===== config.mk =====
export PLATFORM = sky130hd
export DESIGN_NAME = quad_pos_counter
export DESIGN_NICKNAME = d
export VERILOG_FILES = /design/src/rtl/qpc_pkg.sv /design/src/rtl/qpc_sync.sv /design/src/rtl/qpc_decode.sv /design/src/rtl/qpc_counter.sv /design/src/rtl/quad_pos_counter.sv
export SDC_FILE = /design/constraint.sdc
export NUM_CORES = 1
export LEC_CHECK = 0
export CAP_MARGIN = 5
export CORE_UTILIZATION = 60
export CTS_CLUSTER_DIAMETER = 200
export DETAILED_ROUTE_END_ITERATION = 10
export PLACE_DENSITY = 0.9
export SYNTH_ARGS = -nofsm -noshare
export SYNTH_HDL_FRONTEND = slang
export SYNTH_HIERARCHICAL = 1
export SYNTH_SLANG_ARGS = --single-unit

===== constraint.sdc =====
create_clock -name clk -period 7.25 [get_ports clk]
set_input_delay 1.0875 -clock clk [delete_from_list [all_inputs] [get_ports clk]]
set_output_delay 1.0875 -clock clk [all_outputs]
set_load 0.005 [all_outputs]

===== src/rtl/qpc_pkg.sv =====
package qpc_pkg;

   typedef enum logic [1:0] {
      QPC_QUAD = 2'd0,
      QPC_DIR  = 2'd1,
      QPC_UP   = 2'd2,
      QPC_DOWN = 2'd3
   } qpc_mode_e;

   localparam logic [1:0] QPC_A_CTRL  = 2'd0;
   localparam logic [1:0] QPC_A_FLOOR = 2'd1;
   localparam logic [1:0] QPC_A_CEIL  = 2'd2;
   localparam logic [1:0] QPC_A_COUNT = 2'd3;

   localparam int QPC_CTRL_W = 5;

endpackage


===== src/rtl/qpc_sync.sv =====
module qpc_sync #(
   parameter int WIDTH  = 2,
   parameter int STAGES = 2
) (
   input  logic             clk,
   input  logic             rst_n,
   input  logic [WIDTH-1:0] d_i,
   output logic [WIDTH-1:0] q_o
);

   logic [WIDTH-1:0] stg [STAGES];

   generate
      if (STAGES < 2) begin : g_bad_depth
         $error("qpc_sync: STAGES must be at least 2");
      end
      for (genvar i = 0; i < STAGES; i++) begin : g_stage
         if (i == 0) begin : g_first
            always_ff @(posedge clk or negedge rst_n) begin
               if (!rst_n) stg[0] <= '0;
               else        stg[0] <= d_i;
            end
         end else begin : g_next
            always_ff @(posedge clk or negedge rst_n) begin
               if (!rst_n) stg[i] <= '0;
               else        stg[i] <= stg[i-1];
            end
         end
      end
   endgenerate

   assign q_o = stg[STAGES-1];

endmodule


===== src/rtl/qpc_decode.sv =====
module qpc_decode
   import qpc_pkg::*;
(
   input  logic      clk,
   input  logic      rst_n,
   input  qpc_mode_e mode_i,
   input  logic      both_i,
   input  logic      a_i,
   input  logic      b_i,
   output logic      step_o,
   output logic      up_o,
   output logic      bad_o
);

   logic a_q, b_q;
   logic a_chg, b_chg, a_rise;

   always_ff @(posedge clk or negedge rst_n) begin
      if (!rst_n) begin
         a_q <= 1'b0;
         b_q <= 1'b0;
      end else begin
         a_q <= a_i;
         b_q <= b_i;
      end
   end

   assign a_chg  = a_i ^ a_q;
   assign b_chg  = b_i ^ b_q;
   assign a_rise = a_i & ~a_q;

   always_comb begin
      step_o = 1'b0;
      up_o   = 1'b1;
      bad_o  = 1'b0;
      unique case (mode_i)
         QPC_QUAD: begin
            step_o = a_chg ^ b_chg;
            up_o   = a_q ^ b_i;
            bad_o  = a_chg & b_chg;
         end
         QPC_DIR: begin
            step_o = a_rise;
            up_o   = b_i;
         end
         QPC_UP: begin
            step_o = both_i ? a_chg : a_rise;
            up_o   = 1'b1;
         end
         QPC_DOWN: begin
            step_o = both_i ? a_chg : a_rise;
            up_o   = 1'b0;
         end
         default: ;
      endcase
   end

   // an illegal quadrature sample never also yields a step
   p_bad_no_step_r2: assert property (@(posedge clk) disable iff (!rst_n)
      bad_o |-> !step_o);

   // pulse-plus-direction mode does not step on a change of B alone
   p_dir_b_ignored_r3: assert property (@(posedge clk) disable iff (!rst_n)
      (mode_i == QPC_DIR && !a_chg) |-> !step_o);

endmodule


===== src/rtl/qpc_counter.sv =====
module qpc_counter #(
   parameter int CNT_W = 32
) (
   input  logic             clk,
   input  logic             rst_n,
   input  logic             en_i,
   input  logic             step_i,
   input  logic             up_i,
   input  logic             load_i,
   input  logic [CNT_W-1:0] load_val_i,
   input  logic [CNT_W-1:0] floor_i,
   input  logic [CNT_W-1:0] ceil_i,
   output logic [CNT_W-1:0] cnt_o
);

   logic             en_q;
   logic             en_rise;
   logic [CNT_W-1:0] cnt_q;
   logic [CNT_W-1:0] cnt_inc, cnt_dec;

   assign en_rise = en_i & ~en_q;
   assign cnt_inc = (cnt_q >= ceil_i) ? '0 : cnt_q + 1'b1;
   assign cnt_dec = (cnt_q == '0) ? ceil_i : cnt_q - 1'b1;

   always_ff @(posedge clk or negedge rst_n) begin
      if (!rst_n) begin
         en_q  <= 1'b0;
         cnt_q <= '0;
      end else begin
         en_q <= en_i;
         if (load_i)              cnt_q <= load_val_i;
         else if (en_rise)        cnt_q <= floor_i;
         else if (en_i && step_i) cnt_q <= up_i ? cnt_inc : cnt_dec;
      end
   end

   assign cnt_o = cnt_q;

   p_hold_when_off_r5: assert property (@(posedge clk) disable iff (!rst_n)
      (!en_i && !load_i) |=> $stable(cnt_o));

   p_floor_on_enable_r8: assert property (@(posedge clk) disable iff (!rst_n)
      (en_i && !en_q && !load_i) |=> cnt_o == $past(floor_i));

   p_wrap_up_r9: assert property (@(posedge clk) disable iff (!rst_n)
      (en_i && en_q && !load_i && step_i && up_i && cnt_o == ceil_i)
      |=> cnt_o == '0);

   p_wrap_down_r9: assert property (@(posedge clk) disable iff (!rst_n)
      (en_i && en_q && !load_i && step_i && !up_i && cnt_o == '0)
      |=> cnt_o == $past(ceil_i));

   p_load_wins_r11: assert property (@(posedge clk) disable iff (!rst_n)
      (load_i && en_i && step_i) |=> cnt_o == $past(load_val_i));

endmodule


===== src/rtl/quad_pos_counter.sv =====
module quad_pos_counter
   import qpc_pkg::*;
#(
   parameter int               CNT_W       = 32,
   parameter int               SYNC_STAGES = 2,
   parameter logic [CNT_W-1:0] RESET_CEIL  = '1
) (
   input  logic             clk,
   input  logic             rst_n,
   input  logic             enc_a,
   input  logic             enc_b,
   input  logic             wr_en,
   input  logic [1:0]       wr_addr,
   input  logic [CNT_W-1:0] wr_data,
   input  logic [1:0]       rd_addr,
   output logic [CNT_W-1:0] rd_data,
   output logic [CNT_W-1:0] pos_count,
   output logic             err_flag
);

   localparam int PAD_W = CNT_W - QPC_CTRL_W;

   generate
      if (CNT_W < QPC_CTRL_W + 1) begin : g_bad_width
         $error("quad_pos_counter: CNT_W too small for the control word");
      end
   endgenerate

   logic             en_q, both_q, err_q;
   qpc_mode_e        mode_q;
   logic [CNT_W-1:0] floor_q, ceil_q;
   logic [1:0]       sync_ab;
   logic             step, up, bad;
   logic             wr_ctrl, load_req, load_ok, bad_ev;

   assign wr_ctrl  = wr_en && (wr_addr == QPC_A_CTRL);
   assign load_req = wr_en && (wr_addr == QPC_A_COUNT);
   assign load_ok  = load_req && (wr_data <= ceil_q);
   assign bad_ev   = bad && en_q;

   always_ff @(posedge clk or negedge rst_n) begin
      if (!rst_n) begin
         en_q    <= 1'b0;
         both_q  <= 1'b0;
         mode_q  <= QPC_QUAD;
         floor_q <= '0;
         ceil_q  <= RESET_CEIL;
      end else if (wr_en) begin
         unique case (wr_addr)
            QPC_A_CTRL: begin
               en_q   <= wr_data[0];
               both_q <= wr_data[1];
               mode_q <= qpc_mode_e'(wr_data[3:2]);
            end
            QPC_A_FLOOR: floor_q <= wr_data;
            QPC_A_CEIL:  ceil_q  <= wr_data;
            default: ;
         endcase
      end
   end

   always_ff @(posedge clk or negedge rst_n) begin
      if (!rst_n)                     err_q <= 1'b0;
      else if (bad_ev)                err_q <= 1'b1;
      else if (wr_ctrl && wr_data[4]) err_q <= 1'b0;
   end

   qpc_sync #(.WIDTH(2), .STAGES(SYNC_STAGES)) i_sync (
      .clk   (clk),
      .rst_n (rst_n),
      .d_i   ({enc_a, enc_b}),
      .q_o   (sync_ab)
   );

   qpc_decode i_decode (
      .clk    (clk),
      .rst_n  (rst_n),
      .mode_i (mode_q),
      .both_i (both_q),
      .a_i    (sync_ab[1]),
      .b_i    (sync_ab[0]),
      .step_o (step),
      .up_o   (up),
      .bad_o  (bad)
   );

   qpc_counter #(.CNT_W(CNT_W)) i_counter (
      .clk        (clk),
      .rst_n      (rst_n),
      .en_i       (en_q),
      .step_i     (step),
      .up_i       (up),
      .load_i     (load_ok),
      .load_val_i (wr_data),
      .floor_i    (floor_q),
      .ceil_i     (ceil_q),
      .cnt_o      (pos_count)
   );

   always_comb begin
      unique case (rd_addr)
         QPC_A_CTRL:  rd_data = {{PAD_W{1'b0}}, err_q, mode_q, both_q, en_q};
         QPC_A_FLOOR: rd_data = floor_q;
         QPC_A_CEIL:  rd_data = ceil_q;
         default:     rd_data = pos_count;
      endcase
   end

   assign err_flag = err_q;

   p_load_taken_r7: assert property (@(posedge clk) disable iff (!rst_n)
      load_ok |=> pos_count == $past(wr_data));

   p_load_refused_r7: assert property (@(posedge clk) disable iff (!rst_n)
      (load_req && wr_data > ceil_q && !en_q) |=> $stable(pos_count));

   p_err_sticky_r10: assert property (@(posedge clk) disable iff (!rst_n)
      bad_ev |=> err_flag);

   p_err_holds_r10: assert property (@(posedge clk) disable iff (!rst_n)
      (err_flag && !(wr_ctrl && wr_data[4])) |=> err_flag);

endmodule


# Word level (Yosys, flattened, before mapping)
# Index checks and enable logic that the tools add are counted.
# classes
n_reduce_logical	16
magnitude_cmp	2
n_eq_ne	8
add_sub_neg	2
muxes	13
bitwise_logic	9
# op_table
operator	count
32-bit 2-to-1 mux	6
32-bit one-hot mux with 3 select lines	1
32-bit by 1-bit adder with 32-bit output, second input constant	1
32-bit greater-or-equal comparator	1
32-bit <= comparator	1
32-bit zero test	1
32-bit by 1-bit subtractor with 32-bit output, second input constant	1
2-bit equality test, second input constant	5
2-bit by 1-bit equality test with 1-bit output, second input constant	3
1-bit logical AND	6
2-bit zero test	3
2-bit AND reduction	3
1-bit 2-to-1 mux	4
1-bit one-hot mux with 4 select lines	1
1-bit bitwise XOR	4
1-bit bitwise AND	3
1-bit one-hot mux with 3 select lines	1
3-bit nonzero test	1
1-bit inverter	2
2-bit nonzero test	1
2-bit OR reduction	1
# word_totals
out_inout_bits	65
word_cells	62
inputBits	41
ff_bits	108

# Logic depth before layout (Yosys ltp)
# depth
depth_word	8
depth_mapped	14
depth_no_buf	13

# Hierarchy
# Netlist, hierarchy kept.
# modules_own_cells
mod	instances	area_per_inst_um2	cells_per_inst	seq_area_each_um2
qpc_counter	1	4516.8	625	825.8
quad_pos_counter	1	4068.9	369	1766.7
qpc_decode	1	147.6	17	50.0
qpc_sync	1	115.1	6	100.1

# Least setup slack after synthesis
# OpenSTA, ideal clock, no wires.
# synth_timing
kind	input to register
startpoint	input port wr_data[5]
endpoint	register i_counter.cnt_q[29], in the netlist i_counter/cnt_o[29]
arrival_ns	3.459
n_path_buf	3
cell_stages	12
setup_slack_ns	3.650
t_required_ns	7.109
path_cell_list	ha_1 -> a21oi_2 -> o21ai_1 -> a221o_1 -> a211oi_1 -> a2bb2oi_1 -> clkbuf_1 -> clkbuf_1 -> clkbuf_1 -> nor2_1 -> a221oi_1 -> o311ai_1
# synth_via
elab_chain_len	3
word_cells_on_any_way	4
cone_classes	1 x order compare; 1 x mux; 2 x reduce/logical
# synth_lines
element	line_no	text
start: declaration	quad_pos_counter.sv:14	input logic [CNT_W-1:0] wr_data,
32-bit <= comparator *	quad_pos_counter.sv:38	assign load_ok = load_req && (wr_data <= ceil_q);
1-bit logical AND *	quad_pos_counter.sv:38	
net load_ok	quad_pos_counter.sv:34	logic wr_ctrl, load_req, load_ok, bad_ev;
3-bit nonzero test (no source line) or 32-bit 2-to-1 mux (tied branches)	--	
end signal: assignment	qpc_counter.sv:31	if (load_i) cnt_q <= load_val_i;
end signal: assignment	qpc_counter.sv:32	else if (en_rise) cnt_q <= floor_i;
end signal: assignment	qpc_counter.sv:33	else if (en_i && step_i) cnt_q <= up_i ? cnt_inc : cnt_dec;
end: declaration	qpc_counter.sv:18	logic [CNT_W-1:0] cnt_q;
# Mark *: on every way through the listed nets, which the timed path passes. The rest lies on a longest branch.
# A chain may end at the register's enable or synchronous reset.

# Worst setup path in the final report
# layout_timing
startpoint	input port wr_data[15]
endpoint	register i_counter.cnt_q[18], in the netlist i_counter/cnt_o[18]
# The elaborated chain is that of the path after synthesis.

==> impl_metrics.ini <==
[logic_synthesis]
synth.area.mux_share_pct = 9.90
synthFlopType = dfrtp_1
syn_avg_cell_area_um2 = 8.70
synth_compound_area_share_pct = 20.9
synth_area_leaders = dfrtp_1 21%, ha_1 9.8%, dfstp_2 9.5%
yosys.area_share.xor_xnor_pct = 4.65
synthAdderAreaFrac_pct = 9.76
seq_area_frac_synth_pct = 31.0
synth_fp_nets = 1127
synth_top_area_cell = dfrtp_1
netlist_instances = 1017
synthArstFlopShare_pct = 100
ys_warn_count = 6
yosysUniqueCellTypes = 74
synth_top_family_by_area = compound AO/OA/AOI/OAI gates
yosys.area_share.simple_pct = 16.9
netlist_top_cells_count = 99 x nand2_1, 76 x dfrtp_1, 74 x inv_1, 69 x ha_1, 66 x mux2_1
yosysMostFrequentCell = nand2_1
yosys.area.top_type_share_pct = 21.5
syn_area_um2 = 8850
synth-edff-count = 0
ys_ff_latch = 108

[sta]
skew_ns = 0.0107
finalCritPeriodShare_pct = 71.6
fin_tns_setup_ns = 0
final_hold_viol_count = 0
rsz0062_at_grt = no
worstMarginPinSlew_ns = 1.13
fmax_mhz = 193
slew_viol_final = 0
setup_viol = 0
max_slew_margin_pct = 24.6
min_period_ns = 5.19
hold_ws_ns = 0.366

[floorplan]
rows = 44
initial_core_util_pct = 61.1
die_w_um = 123
io_pins = 106
coreArea_um2 = 14500
die_h_um = 123
dieArea_um2 = 15200

[critical_path]
rr_startpoint = ceil_q[14]$_DFFE_PN1P_
crit_type = in -> reg
crit_path_end = i_counter/cnt_o[18]$_DFFE_PN0P_
critPathArrivalTime_ns = 5.49
ff2ff_setup_slack_ns = 2.66
crit_start = wr_data[15]
cp.required_ns = 7.55
worst_r2r_path_depth = 13
cp-end-kind = flop
r2r-end = i_counter/cnt_o[18]$_DFFE_PN0P_
worstPathMaxFanout = 30
startpoint_type = input port

[detailed_routing]
viasPerCell = 6.69
drt-met1-wl_mm = 11.0
firstDrtPassIters = 8
drt_wl_total_mm = 26.8
drt-initial-drc-count = 960
vias = 8447
wl_met2_mm = 12.4
ant_nets = 0
wl_per_cell_um = 21.2
wl_met3_mm = 2.33
highest_layer = met4
drc_errors = 0

[global_routing]
grt_max_degree = 76
track_usage_pct = 36.7
grt_pass1_wl_mm = 42.4
first_global_vias = 8001
antenna_found_initial = 1
grt-ovfl-total = 0

[cts]
clk_latency_ns = 0.37
hold_buffers = 0
h-tree-depth = 3
numCtsBuffers = 9
path_clk_slew_ns = 0.07
cts.path.max_buffers = 2
cts_tree = built
clockRootBuffer = clkbuf_16
post_cts_resized = 0
post_cts_buffers = 0
cts_sinks = 108

[power_and_ir_drop]
ir_drop_mv = 0.213
p_per_area_nw_per_um2 = 322
clockPowerShare_pct = 15.5
power.internal_mw = 1.85
seqPwrFrac_pct = 36.2
p_sw_share_pct = 43.9
p_switching_mw = 1.45
combPwrFrac_pct = 48.3
total_leakage_power_nw = 4.22

[final_layout]
antenna_cells = 0
nNetsFinal = 1184
syn_to_final_growth_pct = 15.5
drive_gt1_share_pct = 8.62
fin_cells = 1263
fin_util_pct = 70.6
fillers = 1094

[place]
dp_hpwl_mm = 18.8
dp_cells = 1247
place.gp.congestion = 0.954
io_buffers = 105

[run_status]
status = complete, no violations

[worst_hold_path]
hp-class = reg -> reg
worstHoldStart = i_sync/stg[2]$_DFF_PN0_

[run]
drv_cap = 0
[worst max-delay path: stages]
cell	delay [ns]
clkdlybuf4s50_1	0.49
ha_1	0.35
nand4_1	0.15
nor4_1	0.83
nand3_1	0.29
nand2_1	0.20
a2bb2oi_4	0.55
buf_4	0.46
nand2_1	0.08
o21ai_0	0.13
or3b_2	0.49
a21boi_0	0.20
a221o_1	0.13
[cells by family after synthesis]
group / Yosys count
compound gates: 277
xor+xnor: 47
fa+ha+maj: 69
buf+inv: 147
flops: 108
mux: 73
simple gates: 296
[through the flow]
| step | setup WS, ns | power (mW) | area, µm² |
|---|---|---|---|
| 3_5_place_dp | 1.85 | 2.73 | 9930 |
| 3_3_place_gp | 1.95 | 2.67 | 9930 |
| 5_1_grt | 1.94 | 3.51 | 10200 |
| 2_1_floorplan | 3.65 | 2.10 | 8850 |
| 6_report | 2.06 | 3.29 | 10200 |
| 4_1_cts | 2.21 | 3.25 | 10200 |
[layer usage]
metal	vias to the layer above	track usage (%)
met5	-	0
met4	0	16.4
met3	84	7.29
met2	478	58.0
met1	4050	48.8
li1	3835	-
[worst min path at each step]
stage                              endpoint  depth (start not counted)  slack [ns]
floorplan           i_sync/q_o[0]$_DFF_PN0_                          0        0.33
global placement    i_sync/q_o[1]$_DFF_PN0_                          0        0.33
detailed placement  i_sync/q_o[0]$_DFF_PN0_                          0        0.34
CTS                 i_sync/q_o[0]$_DFF_PN0_                          0        0.37
global route        i_sync/q_o[1]$_DFF_PN0_                          0        0.39
finish              i_sync/q_o[0]$_DFF_PN0_                          0        0.37
[sequential cells by signal (all words and copies together), names as in the netlist]
register and cells:
floor_q 32, i_sync/stg 2, i_decode/b_q 1, both_q 1, ceil_q 32, err_flag 1
i_counter/cnt_o 32, en_q 1, i_sync/q_o 2, mode_q 2, i_decode/a_q 1, i_counter/en_q 1
[power groups by stage]
| stage | Combinational [mW] | Sequential [mW] | Clock [mW] |
|---|---|---|---|
| finish | 1.59 | 1.19 | 0.512 |
| global route | 1.75 | 1.22 | 0.535 |
| CTS | 1.57 | 1.17 | 0.510 |
| detailed placement | 1.55 | 1.18 | 0 |
| global placement | 1.49 | 1.17 | 0 |
| floorplan | 1.13 | 0.969 | 0 |
[placed cells by master (no fill, tap or decap), types with 31 or more instances in the layout]
| master | count |
|---|---|
| dfrtp_1 | 76 |
| nor2_1 | 55 |
| a21oi_1 | 47 |
| a22o_1 | 31 |
| mux2_1 | 66 |
| inv_1 | 74 |
| o21ai_1 | 50 |
| ha_1 | 69 |
| o21ai_0 | 48 |
| clkdlybuf4s50_1 | 103 |
| nand2_1 | 99 |
| dfstp_2 | 32 |
[final cells by class]
type / instances / area [µm²] / area share (%)
multi-input combinational: 762 / 5530 / 54.1
timing repair buffer: 119 / 1150 / 11.2
clock inverter: 5 / 61.3 / 0.600
tap: 184 / 230 / 2.25
inverter: 74 / 278 / 2.72
sequential: 108 / 2740 / 26.8
clock buffer: 11 / 233 / 2.28
(Power assumes the default switching activity.)
